$ cat src/rtl/dtg_pkg.sv
package dtg_pkg;

    localparam int SIZE_W  = 16;
    localparam int PORCH_W = 12;
    localparam int SYNC_W  = 8;
    localparam int CNT_W   = 18;
    localparam int PIX_W   = 24;
    localparam int DIV_W   = 8;
    localparam int ADDR_W  = 3;

    localparam int FP_LSB  = 8;
    localparam int BP_LSB  = 20;
    localparam int HI_LSB  = 16;

    localparam logic [ADDR_W-1:0] A_CTRL = 3'd0;
    localparam logic [ADDR_W-1:0] A_HTIM = 3'd1;
    localparam logic [ADDR_W-1:0] A_VTIM = 3'd2;
    localparam logic [ADDR_W-1:0] A_SIZE = 3'd3;
    localparam logic [ADDR_W-1:0] A_POL  = 3'd4;
    localparam logic [ADDR_W-1:0] A_DIV  = 3'd5;
    localparam logic [ADDR_W-1:0] A_FILL = 3'd6;

    typedef enum logic [1:0] {
        FMT_12 = 2'd0,
        FMT_16 = 2'd1,
        FMT_18 = 2'd2,
        FMT_24 = 2'd3
    } fmt_e;

    typedef struct packed {
        logic [SYNC_W-1:0]  sync;
        logic [PORCH_W-1:0] fp;
        logic [PORCH_W-1:0] bp;
        logic [SIZE_W-1:0]  last;
    } axis_t;

    typedef struct packed {
        logic hs;
        logic vs;
        logic de;
    } pol_t;

    typedef struct packed {
        axis_t h;
        axis_t v;
        pol_t  pol;
    } timing_t;

    typedef struct packed {
        logic [CNT_W-1:0] sync_end;
        logic [CNT_W-1:0] act_start;
        logic [CNT_W-1:0] act_end;
        logic [CNT_W-1:0] total;
    } bounds_t;

    localparam axis_t H_DEF = '{sync: SYNC_W'(95), fp: PORCH_W'(15),
                                bp: PORCH_W'(47), last: SIZE_W'(639)};
    localparam axis_t V_DEF = '{sync: SYNC_W'(2), fp: PORCH_W'(9),
                                bp: PORCH_W'(32), last: SIZE_W'(479)};
    localparam timing_t T_DEF = '{h: H_DEF, v: V_DEF, pol: '0};

    // Region edges along one axis; every field is stored as value minus one.
    function automatic bounds_t axis_bounds(axis_t a);
        bounds_t b;
        b.sync_end  = CNT_W'(a.sync) + CNT_W'(1);
        b.act_start = b.sync_end + CNT_W'(a.bp) + CNT_W'(1);
        b.act_end   = b.act_start + CNT_W'(a.last) + CNT_W'(1);
        b.total     = b.act_end + CNT_W'(a.fp) + CNT_W'(1);
        return b;
    endfunction

    function automatic int fmt_bits(fmt_e f);
        case (f)
            FMT_24:  return 24;
            FMT_18:  return 18;
            FMT_16:  return 16;
            default: return 12;
        endcase
    endfunction

    function automatic logic [PIX_W-1:0] mask_pixel(logic [PIX_W-1:0] p, fmt_e f);
        logic [PIX_W-1:0] m;
        for (int i = 0; i < PIX_W; i++) begin
            m[i] = (i < fmt_bits(f));
        end
        return p & m;
    endfunction

endpackage

$ cat src/rtl/dtg_regs.sv
module dtg_regs
    import dtg_pkg::*;
(
    input  logic              clk,
    input  logic              rst,
    input  logic              wr_en,
    input  logic [ADDR_W-1:0] wr_addr,
    input  logic [31:0]       wr_data,
    input  logic              frame_end,
    output timing_t           act,
    output logic              run,
    output logic              layer_on,
    output fmt_e              fmt,
    output logic [DIV_W-1:0]  ldiv,
    output logic [DIV_W-1:0]  pdiv,
    output logic [PIX_W-1:0]  fill,
    output logic              go_busy
);

    timing_t sh;
    logic    commit;

    assign commit = go_busy && (!run || frame_end);

    always_ff @(posedge clk) begin
        if (rst) begin
            sh       <= T_DEF;
            act      <= T_DEF;
            run      <= 1'b0;
            layer_on <= 1'b0;
            fmt      <= FMT_24;
            ldiv     <= DIV_W'(1);
            pdiv     <= DIV_W'(1);
            fill     <= '0;
            go_busy  <= 1'b0;
        end else begin
            if (commit) begin
                act     <= sh;
                go_busy <= 1'b0;
            end
            if (wr_en) begin
                case (wr_addr)
                    A_CTRL: begin
                        run      <= wr_data[0];
                        layer_on <= wr_data[2];
                        fmt      <= fmt_e'(wr_data[9:8]);
                        if (wr_data[1]) go_busy <= 1'b1;
                    end
                    A_HTIM: begin
                        sh.h.sync <= wr_data[SYNC_W-1:0];
                        sh.h.fp   <= wr_data[FP_LSB +: PORCH_W];
                        sh.h.bp   <= wr_data[BP_LSB +: PORCH_W];
                    end
                    A_VTIM: begin
                        sh.v.sync <= wr_data[SYNC_W-1:0];
                        sh.v.fp   <= wr_data[FP_LSB +: PORCH_W];
                        sh.v.bp   <= wr_data[BP_LSB +: PORCH_W];
                    end
                    A_SIZE: begin
                        sh.h.last <= wr_data[SIZE_W-1:0];
                        sh.v.last <= wr_data[HI_LSB +: SIZE_W];
                    end
                    A_POL: begin
                        sh.pol.hs <= wr_data[0];
                        sh.pol.vs <= wr_data[1];
                        sh.pol.de <= wr_data[2];
                    end
                    A_DIV: begin
                        pdiv <= wr_data[DIV_W-1:0];
                        ldiv <= wr_data[HI_LSB +: DIV_W];
                    end
                    A_FILL: fill <= wr_data[PIX_W-1:0];
                    default: ;
                endcase
            end
        end
    end

endmodule

$ cat src/rtl/dtg_clkdiv.sv
module dtg_clkdiv
    import dtg_pkg::*;
(
    input  logic             clk,
    input  logic             rst,
    input  logic [DIV_W-1:0] ldiv,
    input  logic [DIV_W-1:0] pdiv,
    output logic             pen,
    output logic             multi
);

    logic [DIV_W-1:0] lcnt, pcnt, lmax, pmax;
    logic             lstep;

    assign lmax  = (ldiv == '0) ? '0 : ldiv - DIV_W'(1);
    assign pmax  = (pdiv == '0) ? '0 : pdiv - DIV_W'(1);
    assign lstep = (lcnt >= lmax);
    assign pen   = lstep && (pcnt >= pmax);
    assign multi = (lmax != '0) || (pmax != '0);

    always_ff @(posedge clk) begin
        if (rst) begin
            lcnt <= '0;
            pcnt <= '0;
        end else begin
            lcnt <= lstep ? '0 : lcnt + DIV_W'(1);
            if (lstep) pcnt <= (pcnt >= pmax) ? '0 : pcnt + DIV_W'(1);
        end
    end

endmodule

$ cat src/rtl/dtg_scan.sv
module dtg_scan
    import dtg_pkg::*;
(
    input  logic              clk,
    input  logic              rst,
    input  logic              run,
    input  logic              pen,
    input  timing_t           act,
    output logic [CNT_W-1:0]  hcnt,
    output logic [CNT_W-1:0]  vcnt,
    output logic              frame_end,
    output logic              hs_raw,
    output logic              vs_raw,
    output logic              de_raw,
    output logic [SIZE_W-1:0] xr,
    output logic [SIZE_W-1:0] yr
);

    bounds_t          hb, vb;
    logic             line_end, last_line;
    logic [CNT_W-1:0] xd, yd;

    assign hb        = axis_bounds(act.h);
    assign vb        = axis_bounds(act.v);
    assign line_end  = (hcnt == hb.total - CNT_W'(1));
    assign last_line = (vcnt == vb.total - CNT_W'(1));
    assign frame_end = run && pen && line_end && last_line;

    always_ff @(posedge clk) begin
        if (rst || !run) begin
            hcnt <= '0;
            vcnt <= '0;
        end else if (pen) begin
            if (line_end) begin
                hcnt <= '0;
                vcnt <= last_line ? '0 : vcnt + CNT_W'(1);
            end else begin
                hcnt <= hcnt + CNT_W'(1);
            end
        end
    end

    assign hs_raw = run && (hcnt < hb.sync_end);
    assign vs_raw = run && (vcnt < vb.sync_end);
    assign de_raw = run && (hcnt >= hb.act_start) && (hcnt < hb.act_end)
                        && (vcnt >= vb.act_start) && (vcnt < vb.act_end);
    assign xd     = hcnt - hb.act_start;
    assign yd     = vcnt - vb.act_start;
    assign xr     = xd[SIZE_W-1:0];
    assign yr     = yd[SIZE_W-1:0];

endmodule

$ cat src/rtl/disp_timing_gen.sv
module disp_timing_gen
    import dtg_pkg::*;
(
    input  logic              clk,
    input  logic              rst,
    input  logic              wr_en,
    input  logic [ADDR_W-1:0] wr_addr,
    input  logic [31:0]       wr_data,
    input  logic [PIX_W-1:0]  pix_in,
    output logic              go_busy,
    output logic              pclk_en,
    output logic              pix_take,
    output logic              hsync,
    output logic              vsync,
    output logic              de,
    output logic [PIX_W-1:0]  rgb,
    output logic [SIZE_W-1:0] pos_x,
    output logic [SIZE_W-1:0] pos_y
);

    timing_t           act;
    logic              run, layer_on;
    fmt_e              fmt;
    logic [DIV_W-1:0]  ldiv, pdiv;
    logic [PIX_W-1:0]  fill;
    logic              pen, multi, frame_end;
    logic [CNT_W-1:0]  hcnt, vcnt;
    logic              hs_raw, vs_raw, de_raw;
    logic [SIZE_W-1:0] xr, yr;
    logic              de_q;

    dtg_regs u_regs (
        .clk(clk), .rst(rst), .wr_en(wr_en), .wr_addr(wr_addr), .wr_data(wr_data),
        .frame_end(frame_end), .act(act), .run(run), .layer_on(layer_on),
        .fmt(fmt), .ldiv(ldiv), .pdiv(pdiv), .fill(fill), .go_busy(go_busy)
    );

    dtg_clkdiv u_div (
        .clk(clk), .rst(rst), .ldiv(ldiv), .pdiv(pdiv), .pen(pen), .multi(multi)
    );

    dtg_scan u_scan (
        .clk(clk), .rst(rst), .run(run), .pen(pen), .act(act),
        .hcnt(hcnt), .vcnt(vcnt), .frame_end(frame_end),
        .hs_raw(hs_raw), .vs_raw(vs_raw), .de_raw(de_raw), .xr(xr), .yr(yr)
    );

    assign pix_take = pen && de_raw && layer_on;

    // One output register stage keeps every panel pin aligned to the same clock.
    always_ff @(posedge clk) begin
        if (rst) begin
            de_q    <= 1'b0;
            pclk_en <= 1'b0;
            hsync   <= 1'b0;
            vsync   <= 1'b0;
            de      <= 1'b0;
            rgb     <= '0;
            pos_x   <= '0;
            pos_y   <= '0;
        end else begin
            de_q    <= de_raw;
            pclk_en <= pen;
            hsync   <= hs_raw ^ act.pol.hs;
            vsync   <= vs_raw ^ act.pol.vs;
            de      <= de_raw ^ act.pol.de;
            rgb     <= de_raw ? mask_pixel(layer_on ? pix_in : fill, fmt) : '0;
            pos_x   <= de_raw ? xr : '0;
            pos_y   <= de_raw ? yr : '0;
        end
    end

endmodule

$ cat config.mk
export PLATFORM = sky130hd
export DESIGN_NAME = disp_timing_gen
export DESIGN_NICKNAME = d
export VERILOG_FILES = /design/src/rtl/dtg_pkg.sv /design/src/rtl/dtg_regs.sv /design/src/rtl/dtg_clkdiv.sv /design/src/rtl/dtg_scan.sv /design/src/rtl/disp_timing_gen.sv
export SDC_FILE = /design/constraint.sdc
export NUM_CORES = 1
export LEC_CHECK = 0
export ABC_AREA = 1
export CORE_MARGIN = 2
export CORE_UTILIZATION = 40
export CTS_CLUSTER_DIAMETER = 80
export DETAILED_ROUTE_END_ITERATION = 10
export PLACE_DENSITY = 0.58
export SYNTH_ARGS = -nofsm -noshare
export SYNTH_HDL_FRONTEND = slang
export SYNTH_SLANG_ARGS = --single-unit
$ cat constraint.sdc
create_clock -name clk -period 5.6 [get_ports clk]
set_input_delay 0.56 -clock clk [delete_from_list [all_inputs] [get_ports clk]]
set_output_delay 0.56 -clock clk [all_outputs]
set_load 0.01 [all_outputs]
======== After elaboration in Yosys (flattened, before gate mapping) ========
Cells that the tools add are included.
storage, ports and cells
  bits in registers ....................... 355
  bits of input ports ..................... 62
  output and inout bits ................... 62
  logic and storage cells ................. 153
cells by class
  add/sub/neg operators ................... 24
  $lt $le $gt $ge ......................... 32
  equal/unequal tests ..................... 11
  mux-type cells .......................... 12
  bitwise logic cells ..................... 5
  reduce and logical (&&, ||, !) cells .... 29
operator list
  cell                     count
  $lt A5 B32 Y1 const A    8
  $lt A6 B32 Y1 const A    8
  $add A18 B1 Y18 const B  8
  $lt A4 B32 Y1 const A    4
  $add A18 B12 Y18         4
  $lt A3 B32 Y1 const A    2
  $add A18 B16 Y18         2
  $eq A18 B18 Y1           2
  $ge A18 B18 Y1           2
  $lt A18 B18 Y1           2
  $lt A18 B9 Y1            2
  $mux W18                 2
  $sub A18 B1 Y18 const B  2
  $lt A1 B32 Y1 const A    1
  $lt A2 B32 Y1 const A    1
  $mux W32                 1
  $sub A16 B16 Y16         2
  $and A24 B24 Y24         1
  $mux W24                 1
  $mux W8                  3
  $add A8 B1 Y9 const B    2
  $add A8 B1 Y8 const B    2
  $ge A8 B8 Y1             2
  $logic_not A8 Y1         2
  16 further kinds         47

======== Logic depth before layout (Yosys ltp) ========
  word-level depth ........................ 17
  gate-level depth with buffers ........... 47
  gate-level depth less buffers ........... 45

======== By module ========
From an unflattened synthesis, not the netlist that was laid out.
second synthesis, totals
  cells, all modules ...................... 3505
  area total of the unflattened synthesis .. 22835.7 µm²
modules (own cells, without submodules)
  module           times used  cells an instance  area an instance (µm²)  sequential area each (µm²)
  dtg_scan         1           1672               9771.9                  720.7
  dtg_regs         1           1292               9335.2                  4864.7
  disp_timing_gen  1           263                2030.7                  1201.2
  dtg_clkdiv       1           278                1697.9                  320.3

======== Worst setup path after synthesis ========
OpenSTA, ideal clock, no wires.
  kind .................................... flip-flop to flip-flop
  start ................................... register, netlist name u_regs.act[43]
  end ..................................... register, netlist name u_regs.act[41]
  library setup time ...................... 0.115 ns
  data arrival time ....................... 5.302 ns
  required time ........................... 5.485 ns
  setup slack ............................. 0.183 ns
  cell stages (with the launch flop) ...... 47
  buffers on the path ..................... 2
  period minus slack after synthesis ...... 5.417 ns
  path through ............................ dfxtp_1 > ha_1 > xor2_1 > ha_1 > nand3_1 > and2_1 > inv_1 > a21oi_1 > o21ai_0 > a21oi_1 > o21bai_1 > nand2_1 > nand2_1 > nand2_1 > nand2_1 > nand2_1 > nand2_1 > inv_1 > [... 11 more ...] > nand2_1 > or2_2 > nand3b_1 > nand2_1 > inv_1 > nand2_1 > nand3_1 > nand2_1 > nor2_1 > nand3_1 > nor2_1 > nand2_2 > nand2_4 > buf_8 > buf_6 > nand3_1 > nand2_1 > nor2_1
between the ends
  word-level cells in the longest chain between the ends .. 12
RTL lines
  item                 line            source
  $add A8 B1 Y9        dtg_pkg.sv:65   b.sync_end = CNT_W'(a.sync) + CNT_W'(1);
  $add A18 B12 Y18     dtg_pkg.sv:66   b.act_start = b.sync_end + CNT_W'(a.bp) + CNT_W'(1);
  $add A18 B1 Y18      dtg_pkg.sv:66
  $add A18 B16 Y18     dtg_pkg.sv:67   b.act_end = b.act_start + CNT_W'(a.last) + CNT_W'(1);
  $add A18 B1 Y18      dtg_pkg.sv:67
  $add A18 B12 Y18     dtg_pkg.sv:68   b.total = b.act_end + CNT_W'(a.fp) + CNT_W'(1);
  $add A18 B1 Y18      dtg_pkg.sv:68
  $sub A18 B1 Y18      dtg_scan.sv:26  assign last_line = (vcnt == vb.total - CNT_W'(1));
  $eq A18 B18 Y1       dtg_scan.sv:26
  $logic_and A1 B1 Y1  dtg_scan.sv:27  assign frame_end = run && pen && line_end && last_line;
  $logic_or A1 B1 Y1   dtg_regs.sv:23  assign commit = go_busy && (!run || frame_end);
  $logic_and A1 B1 Y1  dtg_regs.sv:23
No other way between the ends.
A chain may end at the register's enable or synchronous reset.

======== Final worst setup path ========
  start ................................... register, netlist name u_regs.act[91]
  end ..................................... output pix_take
between the ends
  word-level cells in the longest chain between the ends .. 11
  elaborated cells between the ends (all ways) .. 13
  those cells by class .................... add/sub (5); order compare (2); reduce/logical (6)
RTL lines
  item                                line                   source
  $add A8 B1 Y9 *                     dtg_pkg.sv:65
  $add A18 B12 Y18 *                  dtg_pkg.sv:66
  $add A18 B1 Y18 *                   dtg_pkg.sv:66
  $add A18 B16 Y18                    dtg_pkg.sv:67
  $add A18 B1 Y18                     dtg_pkg.sv:67
  $lt A18 B18 Y1                      dtg_scan.sv:45         assign de_raw = run && (hcnt >= hb.act_start) && (hcnt < hb.act_end)
  $logic_and A1 B1 Y1 *               dtg_scan.sv:45
  $logic_and A1 B1 Y1 * (2 in a row)  dtg_scan.sv:46         && (vcnt >= vb.act_start) && (vcnt < vb.act_end);
  $logic_and A1 B1 Y1 * (2 in a row)  disp_timing_gen.sv:48  assign pix_take = pen && de_raw && layer_on;
  to (decl)                           disp_timing_gen.sv:12  output logic pix_take,
Mark *: on every way between the ends. The rest lies on a longest branch, timed or not.

==> flow_summary.toml <==
[timing]
rsz_0062_raised_after_global_routing = "true"
report.final.setup_viol = 128
tightestPinTransition_ns = 1.26
holdWs_ns = 0.455
drv_slew = 0
period_needed_ns = 6.08
min_period_over_period = 1.09
maxClockFrequency_ghz = 0.164
max_slew_margin = 0.160
hold_viol = 0
worst_case_setup_margin_in_the_final_layout_ns = -0.480
finalClockSkew_ns = 0.0267

[placed_design]
port_buffers = 123
detailedPlacementHpwl_um = 52000
routabilityCongestion = 0.902

[critical_path]
cp.required_ns = 5.04
setup.worst_path.class = "reg2out"
critical_path.n_buffers_inverters = 5
path_delay_family = "simple AND/OR/NAND/NOR gates"
timing.critical_path.from_type = "flip-flop"
cp.depth = 33
endpoint = "pix_take"
critical_path.reg2reg.startpoint = "u_regs.act[43]$_SDFFE_PP0P_"
ff2ff_setup_slack_ns = -0.34
reg_to_reg_end = "u_regs.act[31]$_SDFFE_PP1P_"
timing.reg2reg.worst_path_depth = 43
crit_slowest_cell = "sky130_fd_sc_hd__dfxtp_4"
critPathMaxFanout = 3
timing.critical_path.from = "u_regs.act[91]$_SDFFE_PP1P_"
worstSetupEndpointType = "primary output"
critPathMaxStageDelay_ns = 0.36
arrival_ns = 5.52

[yosys]
yosys.cell_types.count = 50
yosys_warning_count = 0
synth.yosys.seq_area_share = 0.328
mappedNetlistNets = 3430
post_synthesis_cell_count = 3185
synth.ff_latch_count = 355
netlist_area_pre_place_um2 = 21700
synthesis.area_per_instance_um2 = 6.80
edff_count_synth = 0
synth_async_sr_flop_share = 0
yosys_most_used_dff = "sky130_fd_sc_hd__dfxtp_1"

[route]
detailedRoute.firstPassIterationCount = 5
route.detailed.drc = 0
drt-vias-per-instance = 5.14
wl_per_cell_um = 17.2
via_count = 22100
totalWireLength_um = 74000
drt_iter0_markers = 1246
antenna_left = 0

[clock_tree]
tritoncts_sinks = 355
cts_hold_buf = 0
total_clock_buffers_created_by_cts = 43
cts_tree = "yes"
cts.htree.levels = 2
cts_root_buf = "sky130_fd_sc_hd__clkbuf_16"
cts.path.max_buffers = 3
clk-insertion-delay-late_ns = 0.59
clk_transition_reported_paths_ns = 0.06

[die]
core_outline_area_um2 = 53700
placement_rows = 85
initial_core_util = 0.403
io_pins = 124
die-width_um = 237
die-area_um2 = 56000
die_h_um = 237

[status]
result_of_the_run = "finished, violations left"
violations_in_the_final_reports = "setup timing"

[power_and_ir_drop]
power.static_leakage_uw = 0.0139
pwr_density_cell_nw_per_um2 = 227
peakVddDrop_v = 0.000206

[min_path]
holdCritPathClass = "reg2reg"

[grt]
global_route_wire_length_before_repair_um = 111000
via_count_of_the_first_global_routing_pass = 20700
grt_start_max_net_pins = 166
global_route.usage.total = 0.249
grt_remaining_overflow = 0
grt_antenna_before_repair = 1

[cells_and_area]
design.final.nets = 3822
layout-area-overhead-vs-synth_pct = 39.0
final_layout_size_suffix_gt1_frac = 0.238
filler_cells_inserted = 4939
final_core_util = 0.561
diodes = 0

[run]
max-cap-violations = 0
## worst min path at each step
stage | depth (start not counted) | startpoint | to
2_1_floorplan | 2 | u_regs.act[3]$_SDFFE_PP1P_ | u_regs.act[3]$_SDFFE_PP1P_
3_3_place_gp | 2 | u_regs.sh[93]$_SDFFE_PP1P_ | u_regs.sh[93]$_SDFFE_PP1P_
3_5_place_dp | 2 | u_regs.sh[55]$_SDFFE_PP1P_ | u_regs.sh[55]$_SDFFE_PP1P_
4_1_cts | 2 | u_regs.fill[8]$_SDFFE_PP0P_ | u_regs.fill[8]$_SDFFE_PP0P_
5_1_grt | 2 | u_regs.sh[35]$_SDFFE_PP0P_ | u_regs.sh[35]$_SDFFE_PP0P_
6_report | 2 | u_regs.sh[27]$_SDFFE_PP0P_ | u_regs.sh[27]$_SDFFE_PP0P_
## worst register-to-register path, delay by kind of cell (launching register included)
family	cells	cell delay (ns)
AOI/OAI and AO/OA	4	0.68
and+or+nand+nor	29	2.91
xor gates and xnor gates	2	0.35
adders and majority gates	3	0.87
buffers and inverters	5	0.60
DFF	1	0.36
## layer usage
layer | track usage | up-vias | share of wire
met4 | 0.0635 | 0 | 0.029
met1 | 0.352 | 10300 | 0.47
met5 | 0 | - | 0
met3 | 0.0302 | 115 | 0.047
li1 | - | 11100 | -
met2 | 0.402 | 544 | 0.45
## kinds of logic (layout without fill, tap and decap cells)
family / Yosys count / after routing / synth area share
AOI/OAI and AO/OA: 499 / 499 / 0.124
xor gates and xnor gates: 106 / 106 / 0.0435
adders and majority gates: 183 / 183 / 0.108
buffers and inverters: 565 / 987 / 0.106
DFF: 355 / 355 / 0.328
muxes: 1 / 1 / 0.000462
and+or+nand+nor: 1476 / 1478 / 0.290
## cell usage in the layout, fill, tap and decap left out, types with 9 or more instances in the layout
cell and n:
sky130_fd_sc_hd__clkbuf_16 52, sky130_fd_sc_hd__buf_6 28, sky130_fd_sc_hd__nor3_1 40, sky130_fd_sc_hd__nand2_2 68, sky130_fd_sc_hd__o21ai_0 138, sky130_fd_sc_hd__nor2_4 11, sky130_fd_sc_hd__nand3_4 10, sky130_fd_sc_hd__nor2_2 23
sky130_fd_sc_hd__nand2_1 603, sky130_fd_sc_hd__xor2_1 67, sky130_fd_sc_hd__xor2_2 12, sky130_fd_sc_hd__clkbuf_8 9, sky130_fd_sc_hd__ha_4 33, sky130_fd_sc_hd__ha_1 140, sky130_fd_sc_hd__nor2_1 282, sky130_fd_sc_hd__inv_1 424
sky130_fd_sc_hd__nand3b_1 11, sky130_fd_sc_hd__clkdlybuf4s50_1 122, sky130_fd_sc_hd__nand4_1 41, sky130_fd_sc_hd__or2_2 21, sky130_fd_sc_hd__xnor2_1 19, sky130_fd_sc_hd__buf_12 14, sky130_fd_sc_hd__a21oi_1 225, sky130_fd_sc_hd__dfxtp_1 347
sky130_fd_sc_hd__o211ai_1 18, sky130_fd_sc_hd__buf_4 268, sky130_fd_sc_hd__a21oi_2 49, sky130_fd_sc_hd__nand2_4 53, sky130_fd_sc_hd__nand3_2 80, sky130_fd_sc_hd__nand3_1 197, sky130_fd_sc_hd__inv_2 24
## synth_stat cells, types with 6 or more instances
| cell type | number | area, µm² |
|---|---|---|
| sky130_fd_sc_hd__or2_2 | 22 | 138 |
| sky130_fd_sc_hd__fa_1 | 8 | 160 |
| sky130_fd_sc_hd__nand4_1 | 41 | 257 |
| sky130_fd_sc_hd__a211oi_1 | 10 | 75.1 |
| sky130_fd_sc_hd__nor4_1 | 9 | 56.3 |
| sky130_fd_sc_hd__inv_1 | 452 | 1700 |
| sky130_fd_sc_hd__a31o_2 | 6 | 52.6 |
| sky130_fd_sc_hd__ha_1 | 175 | 2190 |
| sky130_fd_sc_hd__xor2_1 | 83 | 727 |
| sky130_fd_sc_hd__xnor2_1 | 22 | 193 |
| sky130_fd_sc_hd__nor2_1 | 310 | 1160 |
| sky130_fd_sc_hd__a21oi_1 | 281 | 1410 |
| sky130_fd_sc_hd__clkbuf_1 | 69 | 259 |
| sky130_fd_sc_hd__dfxtp_1 | 355 | 7110 |
| sky130_fd_sc_hd__buf_1 | 12 | 45.0 |
| sky130_fd_sc_hd__nand2_2 | 6 | 37.5 |
| sky130_fd_sc_hd__nand2_1 | 719 | 2700 |
| sky130_fd_sc_hd__o21bai_1 | 6 | 45.0 |
| sky130_fd_sc_hd__nor3b_1 | 8 | 60.1 |
| sky130_fd_sc_hd__nor3_1 | 46 | 230 |
| sky130_fd_sc_hd__buf_6 | 13 | 146 |
| sky130_fd_sc_hd__a21o_1 | 7 | 52.6 |
| sky130_fd_sc_hd__o211ai_1 | 18 | 135 |
| sky130_fd_sc_hd__nand3b_1 | 11 | 82.6 |
| sky130_fd_sc_hd__o21a_1 | 6 | 45.0 |
| sky130_fd_sc_hd__nand3_1 | 286 | 1430 |
| sky130_fd_sc_hd__buf_2 | 6 | 30.0 |
| sky130_fd_sc_hd__o21ai_0 | 151 | 756 |
## through the flow
step	TNS [ns]	std cells	instance area (µm²)	setup WS [ns]	power (µW)
detailed placement	-75.44	4136	25100	-0.944	3930
global placement	-62.15	4136	25100	-0.869	3910
CTS	-58.31	4268	27800	-0.521	6760
floorplan	0	3185	21700	0.183	3430
finish	-28.90	4305	30100	-0.480	6830
global route	-80.93	4305	30100	-0.757	7140
## power breakdown
part,total [µW],internal (µW),switching (µW)
Combinational,1430,598,828
Clock,2790,1600,1180
Sequential,2620,2580,42.8
Total,6830,4780,2050
## registers in the layout (all words and copies together), names as in the netlist, 16 cells and up
name,count
u_scan.hcnt,18
u_regs.sh,99
pos_x,16
u_regs.act,99
u_scan.vcnt,18
u_regs.fill,24
rgb,24
pos_y,16
## final cells by class
class | count | area [µm²] | area share
clock buffer | 59 | 1230 | 0.0407
clock inverter | 18 | 183 | 0.00607
inverter | 457 | 1740 | 0.0578
multi-input combinational | 2267 | 14600 | 0.486
sequential | 355 | 7130 | 0.237
tap | 696 | 871 | 0.0289
timing repair buffer | 453 | 4310 | 0.143
## timing repair
item	4_1_cts	5_1_grt
hold endpoints to repair	0	0
setup endpoints to repair	184	193
gates resized for setup	135	462
pin swaps	68	139
setup buffers	43	39
cloned	12	10
No activity file was read; power rests on OpenSTA's default activity.
